### config.mk
export PLATFORM = sky130hd
export DESIGN_NAME = shutter_sched
export DESIGN_NICKNAME = d
export VERILOG_FILES = /design/src/rtl/shutter_sched.sv
export SDC_FILE = /design/constraint.sdc
export NUM_CORES = 1
export LEC_CHECK = 0
export BUFFER_PORTS_ARGS = -buffer_cell sky130_fd_sc_hd__buf_2
export CAP_MARGIN = 20
export CORE_UTILIZATION = 46
export CTS_CLUSTER_DIAMETER = 100
export DETAILED_ROUTE_END_ITERATION = 16
export PLACE_DENSITY = 0.72
export SLEW_MARGIN = 20
export SYNTH_ARGS = -nofsm -noshare
export SYNTH_HDL_FRONTEND = slang
export SYNTH_SLANG_ARGS = --single-unit
### constraint.sdc
create_clock -name clk -period 1.8 [get_ports clk]
set_input_delay 0.36 -clock clk [delete_from_list [all_inputs] [get_ports clk]]
set_output_delay 0.36 -clock clk [all_outputs]
set_load 0.02 [all_outputs]
### src/rtl/shutter_sched.sv
module shutter_sched #(
  parameter int LINES      = 16,
  parameter int MIN_LINES  = 3,
  parameter int GUARD_PRE  = 3,
  parameter int PULSE_CYC  = 8,
  parameter int GUARD_POST = 4,
  localparam int LW        = $clog2(LINES)
) (
  input  logic          clk,
  input  logic          rst_n,
  input  logic          frame_start,
  input  logic [LW-1:0] line_idx,
  input  logic          retrace_start,
  input  logic [LW-1:0] exp_line,
  input  logic          shutter_on,
  output logic          shut_en,
  output logic          retrace_hold,
  output logic          exp_clamped
);
  localparam int MAX_LINE = LINES - MIN_LINES;
  localparam logic [LW-1:0] MAX_L = LW'(MAX_LINE);
  localparam int L1 = (GUARD_PRE > PULSE_CYC) ? GUARD_PRE : PULSE_CYC;
  localparam int LONGEST = (L1 > GUARD_POST) ? L1 : GUARD_POST;
  localparam int CW = $clog2(LONGEST + 1);

  typedef enum logic [1:0] {S_IDLE, S_PRE, S_FIRE, S_POST} st_t;

  st_t           st;
  logic [CW-1:0] cnt;
  logic [LW-1:0] tgt;
  logic          armed;
  logic          over, fire;

  assign over = exp_line > MAX_L;
  assign fire = (st == S_IDLE) && armed && retrace_start && (line_idx == tgt);
  assign shut_en = (st == S_FIRE);
  assign retrace_hold = (st != S_IDLE);

  always_ff @(posedge clk) begin
    if (!rst_n) begin
      st          <= S_IDLE;
      cnt         <= '0;
      tgt         <= '0;
      armed       <= 1'b0;
      exp_clamped <= 1'b0;
    end else begin
      case (st)
        S_IDLE: if (fire) begin
          st    <= S_PRE;
          cnt   <= CW'(GUARD_PRE - 1);
          armed <= 1'b0;
        end
        S_PRE: if (cnt == '0) begin
          st  <= S_FIRE;
          cnt <= CW'(PULSE_CYC - 1);
        end else cnt <= cnt - 1'b1;
        S_FIRE: if (cnt == '0) begin
          st  <= S_POST;
          cnt <= CW'(GUARD_POST - 1);
        end else cnt <= cnt - 1'b1;
        default: if (cnt == '0) st <= S_IDLE;
                 else cnt <= cnt - 1'b1;
      endcase
      if (frame_start) begin
        armed       <= shutter_on;
        tgt         <= over ? MAX_L : exp_line;
        exp_clamped <= shutter_on && over;
      end
    end
  end
endmodule

==> results_dict.tcl <==
set metrics [dict create \
    antenna_found_initial 0 \
    slew_violations 0 \
    p_comb_frac 0.322 \
    insertion_delay_ns 0.27 \
    initial_utilization 0.524 \
    p_seq_frac 0.431 \
    port_buffers 15 \
    coreArea_sq_mm 0.00138 \
    place_congestion 0.805 \
    grt_pass1_wl_um 2590 \
    tritoncts "yes" \
    netlist_area_sq_um 724 \
    min_to "tgt[0]$_SDFFE_PN0P_" \
    nNetsFinal 130 \
    route.detailed.drc 0 \
    setup_ws_ns 0.00409 \
    grt_pass1_vias 639 \
    async_flop_share 0 \
    synth_edf_count 0 \
    peakVddDrop_uv 639 \
    antenna_cells 0 \
    seq_area_frac_synth 0.332 \
    cts_buffers 3 \
    fill_cells 111 \
    worst_ep_required_time_ns 2.01 \
    p_per_area_mw_per_mm2 732 \
    drtIter0Drc 6 \
    fin_util 0.695 \
    min_from "exp_line[0]" \
    die_area_sq_mm 0.00174 \
    min_period_over_period 0.998 \
    ys.flop_type "dfxtp_1" \
    r2r_start "cnt[0]$_SDFFE_PN0P_" \
    p_leak_nw 0.419 \
    tightest_slew_ns 0.336 \
    rsz0062_at_grt "yes" \
    reg2reg_depth 7 \
    num_vias 663 \
    hold_path_depth 3 \
    netlist-cell-type-count 29 \
    die_w_um 41.7 \
    pre_cts_ws_ns 0.00784 \
    core.rowCount 13 \
    routed_wl_um 1460 \
    yosys_warnings 0 \
    clock-sinks 12 \
    critPathCaptureType "flop" \
    clock_path_buffers 2 \
    die_height_um 41.7 \
    post_cts_resized 0 \
    relSlewSlack 0.774 \
    maxCapViolations 0 \
    ios 16 \
    swShare 0.308 \
    hold_viol_final 0 \
    critPathMaxFanout 4 \
    clkPwrFrac 0.247 \
    syn_area_per_cell_sq_um 8.14 \
    finalSetupViolCount 0 \
    period_needed_ns 1.80 \
    antenna_left 0 \
    dr.pass1.iters 4 \
    wire_per_inst_um 11.6 \
    synth_nets 107 \
    syn2layout_area_growth_pct 32.6 \
    max_clock_freq_mhz 557 \
    overflow 0 \
    htree_num_levels 1 \
    reg2reg_slack_ns 0.004 \
    path_class "reg2reg" \
    switching_power_mw 0.217 \
    internal_power_mw 0.487 \
    skew_ns 0.000981 \
    ctsHoldBuffers 0 \
    post_synth_inst_count 89 \
    drive_gt1_frac 0.369 \
    r2r_end "cnt[2]$_SDFFE_PN0P_" \
    vias_per_cell 5.26 \
    status "finished clean" \
    cts_root_buffer "clkbuf_4" \
    hold_class "in2reg" \
    synth_seq_cells 12 \
    cp_data_arrival_time_ns 2.00 \
    place_hpwl_um 1160 \
    start_kind "flop" \
    holdWs_ns 0.337 \
    clkTransAtPathRegs_ns 0.07 \
    grtUsageTotal 0.195 \
    grt_start_max_net_pins 15 \
]
-- layer usage --
| metal | up-vias | wire length, um | GRT usage |
|---|---|---|---|
| met1 | 295 | 710 | 0.233 |
| met5 | - | 0 | 0 |
| li1 | 355 | - | - |
| met4 | 0 | 14 | 0.0581 |
| met2 | 11 | 681 | 0.319 |
| met3 | 2 | 49 | 0.0783 |
-- worst max-delay path by stage --
stage                             start                  end  slack [ns]  cells after the start
finish              cnt[0]$_SDFFE_PN0P_  cnt[2]$_SDFFE_PN0P_       0.004                      7
global route        cnt[0]$_SDFFE_PN0P_  cnt[2]$_SDFFE_PN0P_       -0.07                      7
CTS                 cnt[0]$_SDFFE_PN0P_  cnt[2]$_SDFFE_PN0P_       0.005                      7
detailed placement  cnt[1]$_SDFFE_PN0P_  cnt[2]$_SDFFE_PN0P_       0.008                      7
global placement    cnt[1]$_SDFFE_PN0P_  cnt[2]$_SDFFE_PN0P_        0.02                      7
floorplan            st[0]$_SDFFE_PN0P_  cnt[2]$_SDFFE_PN0P_      -0.007                      7
-- placed cells by master, fill, tap and decap left out, drive strengths merged, types with 3 or more instances in the layout --
cell / instances
xnor2: 4
clkbuf: 4
nand2: 9
nor2: 6
dfxtp: 12
o21ai: 6
inv: 8
ha: 5
nand3: 6
mux2i: 4
buf: 20
a21boi: 3
-- through the flow --
| step | instances | area (sq um) | power (mW) | setup TNS [ns] |
|---|---|---|---|---|
| finish | 126 | 961 | 0.703 | 0 |
| global route | 126 | 961 | 0.752 | -0.0730 |
| CTS | 126 | 961 | 0.717 | 0 |
| detailed placement | 121 | 927 | 0.532 | 0 |
| global placement | 121 | 927 | 0.530 | 0 |
| floorplan | 89 | 811 | 0.475 | -0.00708 |
-- state kept, by name (all words and copies together), names as in the netlist --
register,cells
cnt,4
st,2
tgt,4
armed,1
exp_clamped,1
-- repair_timing --
| action | in CTS | in global routing |
|---|---|---|
| setup buffers | 1 | 0 |
| pin swaps | 1 | 0 |
| endpoints found under the setup margin | 1 | 1 |
-- layout make-up --
cell class	instances	area (sq um)	share of cell area
clock buffer	4	26.3	0.0273
tap	15	18.8	0.0195
multi-input combinational	67	520	0.542
inverter	8	35.0	0.0365
timing repair buffer	20	113	0.117
sequential	12	248	0.258
-- power groups by stage --
stage | clock, mW | sequential [mW] | combinational [mW]
6_report | 0.174 | 0.303 | 0.226
5_1_grt | 0.196 | 0.306 | 0.250
4_1_cts | 0.186 | 0.303 | 0.228
3_5_place_dp | 0 | 0.310 | 0.222
3_3_place_gp | 0 | 0.310 | 0.220
2_1_floorplan | 0 | 0.307 | 0.169
-- cells in the mapped netlist, types with 2 or more instances --
cell,instances,area share
a211oi_1,2,0.021
ha_1,5,0.086
dfxtp_1,12,0.33
a31oi_1,2,0.017
clkbuf_1,2,0.010
nor2_1,6,0.031
nor3_1,2,0.014
nor2b_1,2,0.017
mux2i_1,4,0.055
nand3_1,6,0.041
xnor2_1,4,0.048
o21ai_0,6,0.041
and2_1,2,0.017
inv_1,8,0.041
a21boi_0,2,0.021
nand2_1,9,0.047
a21oi_1,2,0.014
a211o_1,2,0.024
-- logic make-up after synthesis --
kind of cell	Yosys count	share of synthesized area
flip-flops	12	0.332
AND/OR/NAND/NOR	32	0.221
XOR/XNOR	4	0.0484
AO/OA/AOI/OAI	22	0.206
buffers and inverters	10	0.0518
multiplexers	4	0.0553
adder cells (fa/ha/maj)	5	0.0864
-- critical path, stage by stage, from the launching register on --
cell and delay, ns:
dfxtp_2 0.34, inv_2 0.04, ha_4 0.16, nor3b_4 0.15, and3_4 0.15, a211o_1 0.24
or4b_1 0.52, a21boi_1 0.13
Power figures use the tool's default switching activity.
